--- src/rtl/lt_pkg.sv ---
package lt_pkg;
  typedef enum logic [2:0] {
    ST_WAIT,
    ST_LAUNCH,
    ST_POLL,
    ST_READ,
    ST_DECIDE,
    ST_MOVE
  } lt_state_e;
endpackage

--- src/rtl/lt_tick_counter.sv ---
// Free-running cycle counter with synchronous clear and a terminal-value hit.
module lt_tick_counter #(
  parameter int W = 16
) (
  input  logic         clk,
  input  logic         rst_n,
  input  logic         clr,
  input  logic [W-1:0] last,
  output logic         hit
);
  logic [W-1:0] cnt;

  always_ff @(posedge clk) begin
    if (!rst_n)   cnt <= '0;
    else if (clr) cnt <= '0;
    else          cnt <= cnt + 1'b1;
  end

  assign hit = (cnt == last);
endmodule

--- src/rtl/lt_delta_judge.sv ---
// Decides whether a new light code differs enough from the stored one, and which way.
module lt_delta_judge #(
  parameter int W = 8
) (
  input  logic [W-1:0] cur,
  input  logic [W-1:0] prev,
  input  logic [W-1:0] thr,
  input  logic         prev_vld,
  output logic         move,
  output logic         fwd
);
  logic [W-1:0] mag;
  logic         up;

  always_comb begin
    up   = (cur > prev);
    mag  = up ? (cur - prev) : (prev - cur);
    move = prev_vld && (mag != '0) && (mag >= thr);
    fwd  = up;
  end
endmodule

--- src/rtl/light_track_ctrl.sv ---
module light_track_ctrl #(
  parameter int DATA_W      = 8,
  parameter int IDLE_CYCLES = 30000000,
  parameter int EOC_TIMEOUT = 64
) (
  input  logic              clk,
  input  logic              rst_n,
  input  logic [DATA_W-1:0] min_diff,
  output logic              adc_ale,
  output logic              adc_start,
  input  logic              adc_eoc,
  output logic              adc_oe,
  input  logic [DATA_W-1:0] adc_data,
  output logic              mv_req,
  output logic              mv_dir,
  input  logic              mv_done,
  output logic              err_flag
);
  import lt_pkg::*;

  localparam int LIM_MAX = (IDLE_CYCLES > EOC_TIMEOUT) ? IDLE_CYCLES : EOC_TIMEOUT;
  localparam int CW      = $clog2(LIM_MAX + 1);
  localparam logic [CW-1:0] IDLE_LAST = CW'(IDLE_CYCLES - 1);
  localparam logic [CW-1:0] EOC_LAST  = CW'(EOC_TIMEOUT - 1);

  lt_state_e         state, nxt;
  logic              tick_hit;
  logic [CW-1:0]     tick_last;
  logic [DATA_W-1:0] sample_q, prev_q;
  logic              prev_vld_q;
  logic              dir_q, err_q;
  logic              want_move, want_fwd;

  // One counter serves both the idle interval and the conversion watchdog;
  // it restarts on every state change.
  assign tick_last = (state == ST_POLL) ? EOC_LAST : IDLE_LAST;

  lt_tick_counter #(.W(CW)) u_tick (
    .clk  (clk),
    .rst_n(rst_n),
    .clr  (nxt != state),
    .last (tick_last),
    .hit  (tick_hit)
  );

  lt_delta_judge #(.W(DATA_W)) u_judge (
    .cur     (sample_q),
    .prev    (prev_q),
    .thr     (min_diff),
    .prev_vld(prev_vld_q),
    .move    (want_move),
    .fwd     (want_fwd)
  );

  always_comb begin
    nxt = state;
    unique case (state)
      ST_WAIT:   if (tick_hit) nxt = ST_LAUNCH;
      ST_LAUNCH: nxt = ST_POLL;
      ST_POLL:   if (adc_eoc) nxt = ST_READ;
                 else if (tick_hit) nxt = ST_WAIT;
      ST_READ:   nxt = ST_DECIDE;
      ST_DECIDE: nxt = want_move ? ST_MOVE : ST_WAIT;
      ST_MOVE:   if (mv_done) nxt = ST_WAIT;
      default:   nxt = ST_WAIT;
    endcase
  end

  always_ff @(posedge clk) begin
    if (!rst_n) begin
      state      <= ST_WAIT;
      sample_q   <= '0;
      prev_q     <= '0;
      prev_vld_q <= 1'b0;
      dir_q      <= 1'b0;
      err_q      <= 1'b0;
    end else begin
      state <= nxt;
      if (state == ST_READ) sample_q <= adc_data;
      if (state == ST_POLL) begin
        if (adc_eoc)       err_q <= 1'b0;
        else if (tick_hit) err_q <= 1'b1;
      end
      if (state == ST_DECIDE) begin
        dir_q <= want_fwd;
        if (!want_move) begin
          prev_q     <= sample_q;
          prev_vld_q <= 1'b1;
        end
      end
      if (state == ST_MOVE && mv_done) begin
        prev_q     <= sample_q;
        prev_vld_q <= 1'b1;
      end
    end
  end

  assign adc_ale   = (state == ST_LAUNCH);
  assign adc_start = (state == ST_LAUNCH);
  assign adc_oe    = (state == ST_READ);
  assign mv_req    = (state == ST_MOVE);
  assign mv_dir    = dir_q;
  assign err_flag  = err_q;
endmodule

--- config.mk ---
export PLATFORM = sky130hd
export DESIGN_NAME = light_track_ctrl
export DESIGN_NICKNAME = d
export VERILOG_FILES = /design/src/rtl/lt_pkg.sv /design/src/rtl/lt_tick_counter.sv /design/src/rtl/lt_delta_judge.sv /design/src/rtl/light_track_ctrl.sv
export SDC_FILE = /design/constraint.sdc
export NUM_CORES = 1
export LEC_CHECK = 0
export BUFFER_PORTS_ARGS = -buffer_cell sky130_fd_sc_hd__buf_2
export CAP_MARGIN = 30
export CORE_MARGIN = 2
export CORE_UTILIZATION = 45
export DETAILED_ROUTE_END_ITERATION = 8
export HOLD_SLACK_MARGIN = 0.03
export MAX_ROUTING_LAYER = met4
export PLACE_DENSITY = 0.74
export SETUP_SLACK_MARGIN = 0.5
export SYNTH_ARGS = -nofsm -noshare
export SYNTH_HDL_FRONTEND = slang
export SYNTH_HIERARCHICAL = 1
export SYNTH_SLANG_ARGS = --single-unit
--- constraint.sdc ---
create_clock -name clk -period 3.8 [get_ports clk]
set_clock_uncertainty 0.05 [all_clocks]
set_input_delay 0.76 -clock clk [delete_from_list [all_inputs] [get_ports clk]]
set_output_delay 0.76 -clock clk [all_outputs]
set_load 0.1 [all_outputs]
==> results.sh <==
export IMPL_grt_pass1_wl_mm=12.8
export IMPL_fin_crit_sh_pct=92.2
export IMPL_async_reset_ff_share_pct=0
export IMPL_rows=31
export IMPL_worst_slack_ns=0.297
export IMPL_cp_arrival_ns=3.68
export IMPL_root_buffer="clkbuf_8"
export IMPL_cts_sinks=47
export IMPL_power_leakage_uw=0.00174
export IMPL_cts_inserted_buffers=5
export IMPL_die_w_um=90.9
export IMPL_endpoint_kind="flop"
export IMPL_critPathLaunch="prev_q[0]$_SDFFE_PN0P_"
export IMPL_pwr_density_cell_nw_per_um2=224
export IMPL_area_growth_pct=21.3
export IMPL_track_usage_pct=19.3
export IMPL_overflow=0
export IMPL_critPathLaunchType="flop"
export IMPL_core_area_sq_um=7290
export IMPL_max_stage_delay_ns=0.37
export IMPL_final_hold_violation_count=0
export IMPL_worstPathRequired_ns=3.98
export IMPL_worstReg2RegStart="prev_q[0]$_SDFFE_PN0P_"
export IMPL_yosys_most_used_dff="dfxtp_1"
export IMPL_nFillCells=645
export IMPL_relSlewSlack_pct=50.2
export IMPL_drc=0
export IMPL_yosysSeqAreaShare_pct=27.7
export IMPL_power_uw=923
export IMPL_initial_core_util_pct=46.6
export IMPL_path_cells="inv_1, ha_1, inv_1, fa_2, nand3_1, nand2_2, a21o_1, a21oi_2, xor2_1, mux2i_1, ha_2, o211a_1, a22oi_1, a21oi_1, nor2b_4, nor3b_4, buf_6, mux2i_1"
export IMPL_diodes=0
export IMPL_worst_slew_pin_transition_ns=0.745
export IMPL_drt_vias_per_instance=5.39
export IMPL_grt_max_degree=21
export IMPL_cp_slowest_cell="fa_2"
export IMPL_drive_gt1_share_pct=24.3
export IMPL_maxCapViolCount=0
export IMPL_num_io_pins=26
export IMPL_cp_max_fo=5
export IMPL_avgSynthCellArea_sq_um=8.42
export IMPL_dieArea_sq_um=8250
export IMPL_vias=2990
export IMPL_final_cell_mix="dfxtp_1 (39), nor2_1 (33), nand2_1 (32)"
export IMPL_grt_pass1_vias=2882
export IMPL_hp_start="prev_q[7]$_SDFFE_PN0P_"
export IMPL_die_h_um=90.9
export IMPL_drtIter0Drc=126
export IMPL_cts_buffer_depth=2
export IMPL_drtPass1Iterations=4
export IMPL_clk_pin_slew_ns=0.09
export IMPL_routabilityCongestion=0.891
export IMPL_cts_tree="done"
export IMPL_tns_ns=0
export IMPL_htreeDepth=2
export IMPL_syn_area_sq_um=3390
export IMPL_outcome="complete, no violations"
export IMPL_min_period_ns=3.50
export IMPL_nets=501
export IMPL_final_common_cell="dfxtp_1"
export IMPL_criticalPathCategory="flop to flop"
export IMPL_drt_wl_total_mm=7.90
export IMPL_port_buffers=25
export IMPL_syn_inst=403
export IMPL_postRouteAntennaNets=0
export IMPL_wl_per_cell_um=14.2
export IMPL_ys_types=60
export IMPL_worstHoldPathType="flop to flop"
export IMPL_finalSetupViolations=0
export IMPL_dp_slack_ns=0.00654
export IMPL_clock_fmax_mhz=285
export IMPL_rsz0062_at_grt="true"
export IMPL_clk_latency_ns=0.32
export IMPL_ys_ff_latch=47
export IMPL_slew_viol_final=0
export IMPL_peakVddDrop_v=0.000132
export IMPL_yosysWarnings=6
export IMPL_hpwl_mm=5.54
export IMPL_synth_edf_count=0
export IMPL_antenna_found_initial=0
export IMPL_whs_ns=0.417
[layer usage]
layer  routed length (um)  up-vias  share of wire [%]  GRT usage [%]
li1                     -     1488                  -              -
met1                 3540     1399                 45           23.5
met2                 3790       88                 48           31.2
met3                  437       15                5.5           4.34
met4                  138        0                1.7           7.58
met5                    0        -                  0              -
[cell families (layout without fill, tap and decap cells)]
logic type      count (synthesis)  after routing  share of synthesized area, %
simple gates                  145            145                          23.8
compound gates                 69             69                          13.0
flops                          47             47                          27.7
buf+inv                        46             86                          6.75
xor+xnor                       44             44                          11.4
fa+ha+maj                      26             26                          10.0
mux                            24             24                          7.15
other cells                     2             15                         0.221
[final timing paths]
| check | cells past startpoint | end | slack [ns] |
|---|---|---|---|
| worst max-delay path | 18 | prev_q[0]$_SDFFE_PN0P_ | 0.30 |
| worst min-delay path | 2 | prev_q[7]$_SDFFE_PN0P_ | 0.42 |
| worst max register to register | 18 | prev_q[0]$_SDFFE_PN0P_ | 0.30 |
| worst min register to register | 2 | prev_q[7]$_SDFFE_PN0P_ | 0.42 |
[synthesized netlist by cell type, types with 3 or more instances]
master	count	share of area (%)
dfxtp_1	47	28
nand2_1	33	3.6
nor2_1	33	3.6
inv_1	30	3.3
xor2_1	28	7.2
ha_1	24	8.8
a21oi_1	23	3.4
mux2i_1	22	6.5
o21ai_0	17	2.5
xnor2_1	16	4.1
nand3_1	13	1.9
nand4_1	10	1.8
or3_1	8	1.5
a211oi_1	6	1.3
nand2b_1	6	1.1
a21o_1	5	1.1
and3_1	5	0.92
buf_6	5	1.7
nor3_1	5	0.74
nor4_1	5	0.92
buf_4	4	0.88
clkbuf_1	4	0.44
nor3b_1	4	0.88
buf_2	3	0.44
o21ai_1	3	0.44
or4_1	3	0.66
[final cells by class]
type / count / area [sq um] / area share (%)
Tap cell: 99 / 124 / 3.01
Multi-Input combinational cell: 323 / 2500 / 60.6
Clock inverter: 3 / 46.3 / 1.12
Timing Repair Buffer: 48 / 313 / 7.59
Sequential cell: 47 / 956 / 23.2
Clock buffer: 5 / 68.8 / 1.67
Inverter: 30 / 115 / 2.79
[timing repair]
action / CTS / global route
hold endpoints to repair: 0 / 0
cloned: 1 / 0
buffers inserted: 12 / 4
hold buffers: 0 / 0
pin swaps: 8 / 11
endpoints found under the setup margin: 14 / 36
resized for setup: 24 / 25
[critical path, delay by kind of cell, from the launching register on]
kind | cells | cell delay, ns
AOI/OAI and AO/OA | 5 | 0.78
adders and majority gates | 3 | 0.81
and+or+nand+nor | 4 | 0.60
muxes | 2 | 0.30
buffers and inverters | 3 | 0.32
DFF | 1 | 0.35
xor gates and xnor gates | 1 | 0.21
[power by group]
group / switching [uW] / internal [uW] / leakage, uW
Sequential: 3.17 / 493 / 0.000384
Combinational: 26.6 / 21.6 / 0.00130
Clock: 180 / 198 / 0.0000548
Total: 210 / 713 / 0.00174
[state kept, by name, summed over array words and instances, names as in the netlist]
| register | cells |
|---|---|
| u_tick/cnt | 25 |
| prev_q | 8 |
| sample_q | 8 |
| state | 3 |
| err_flag | 1 |
| mv_dir | 1 |
| prev_vld_q | 1 |
[per-stage QoR]
stage,util [%],instance area (sq um),instances
floorplan,-,3480,416
global placement,50.2,3660,530
detailed placement,50.2,3660,530
CTS,54.5,3980,551
global route,56.5,4120,555
finish,56.5,4120,555
Power figures use the tool's default switching activity.
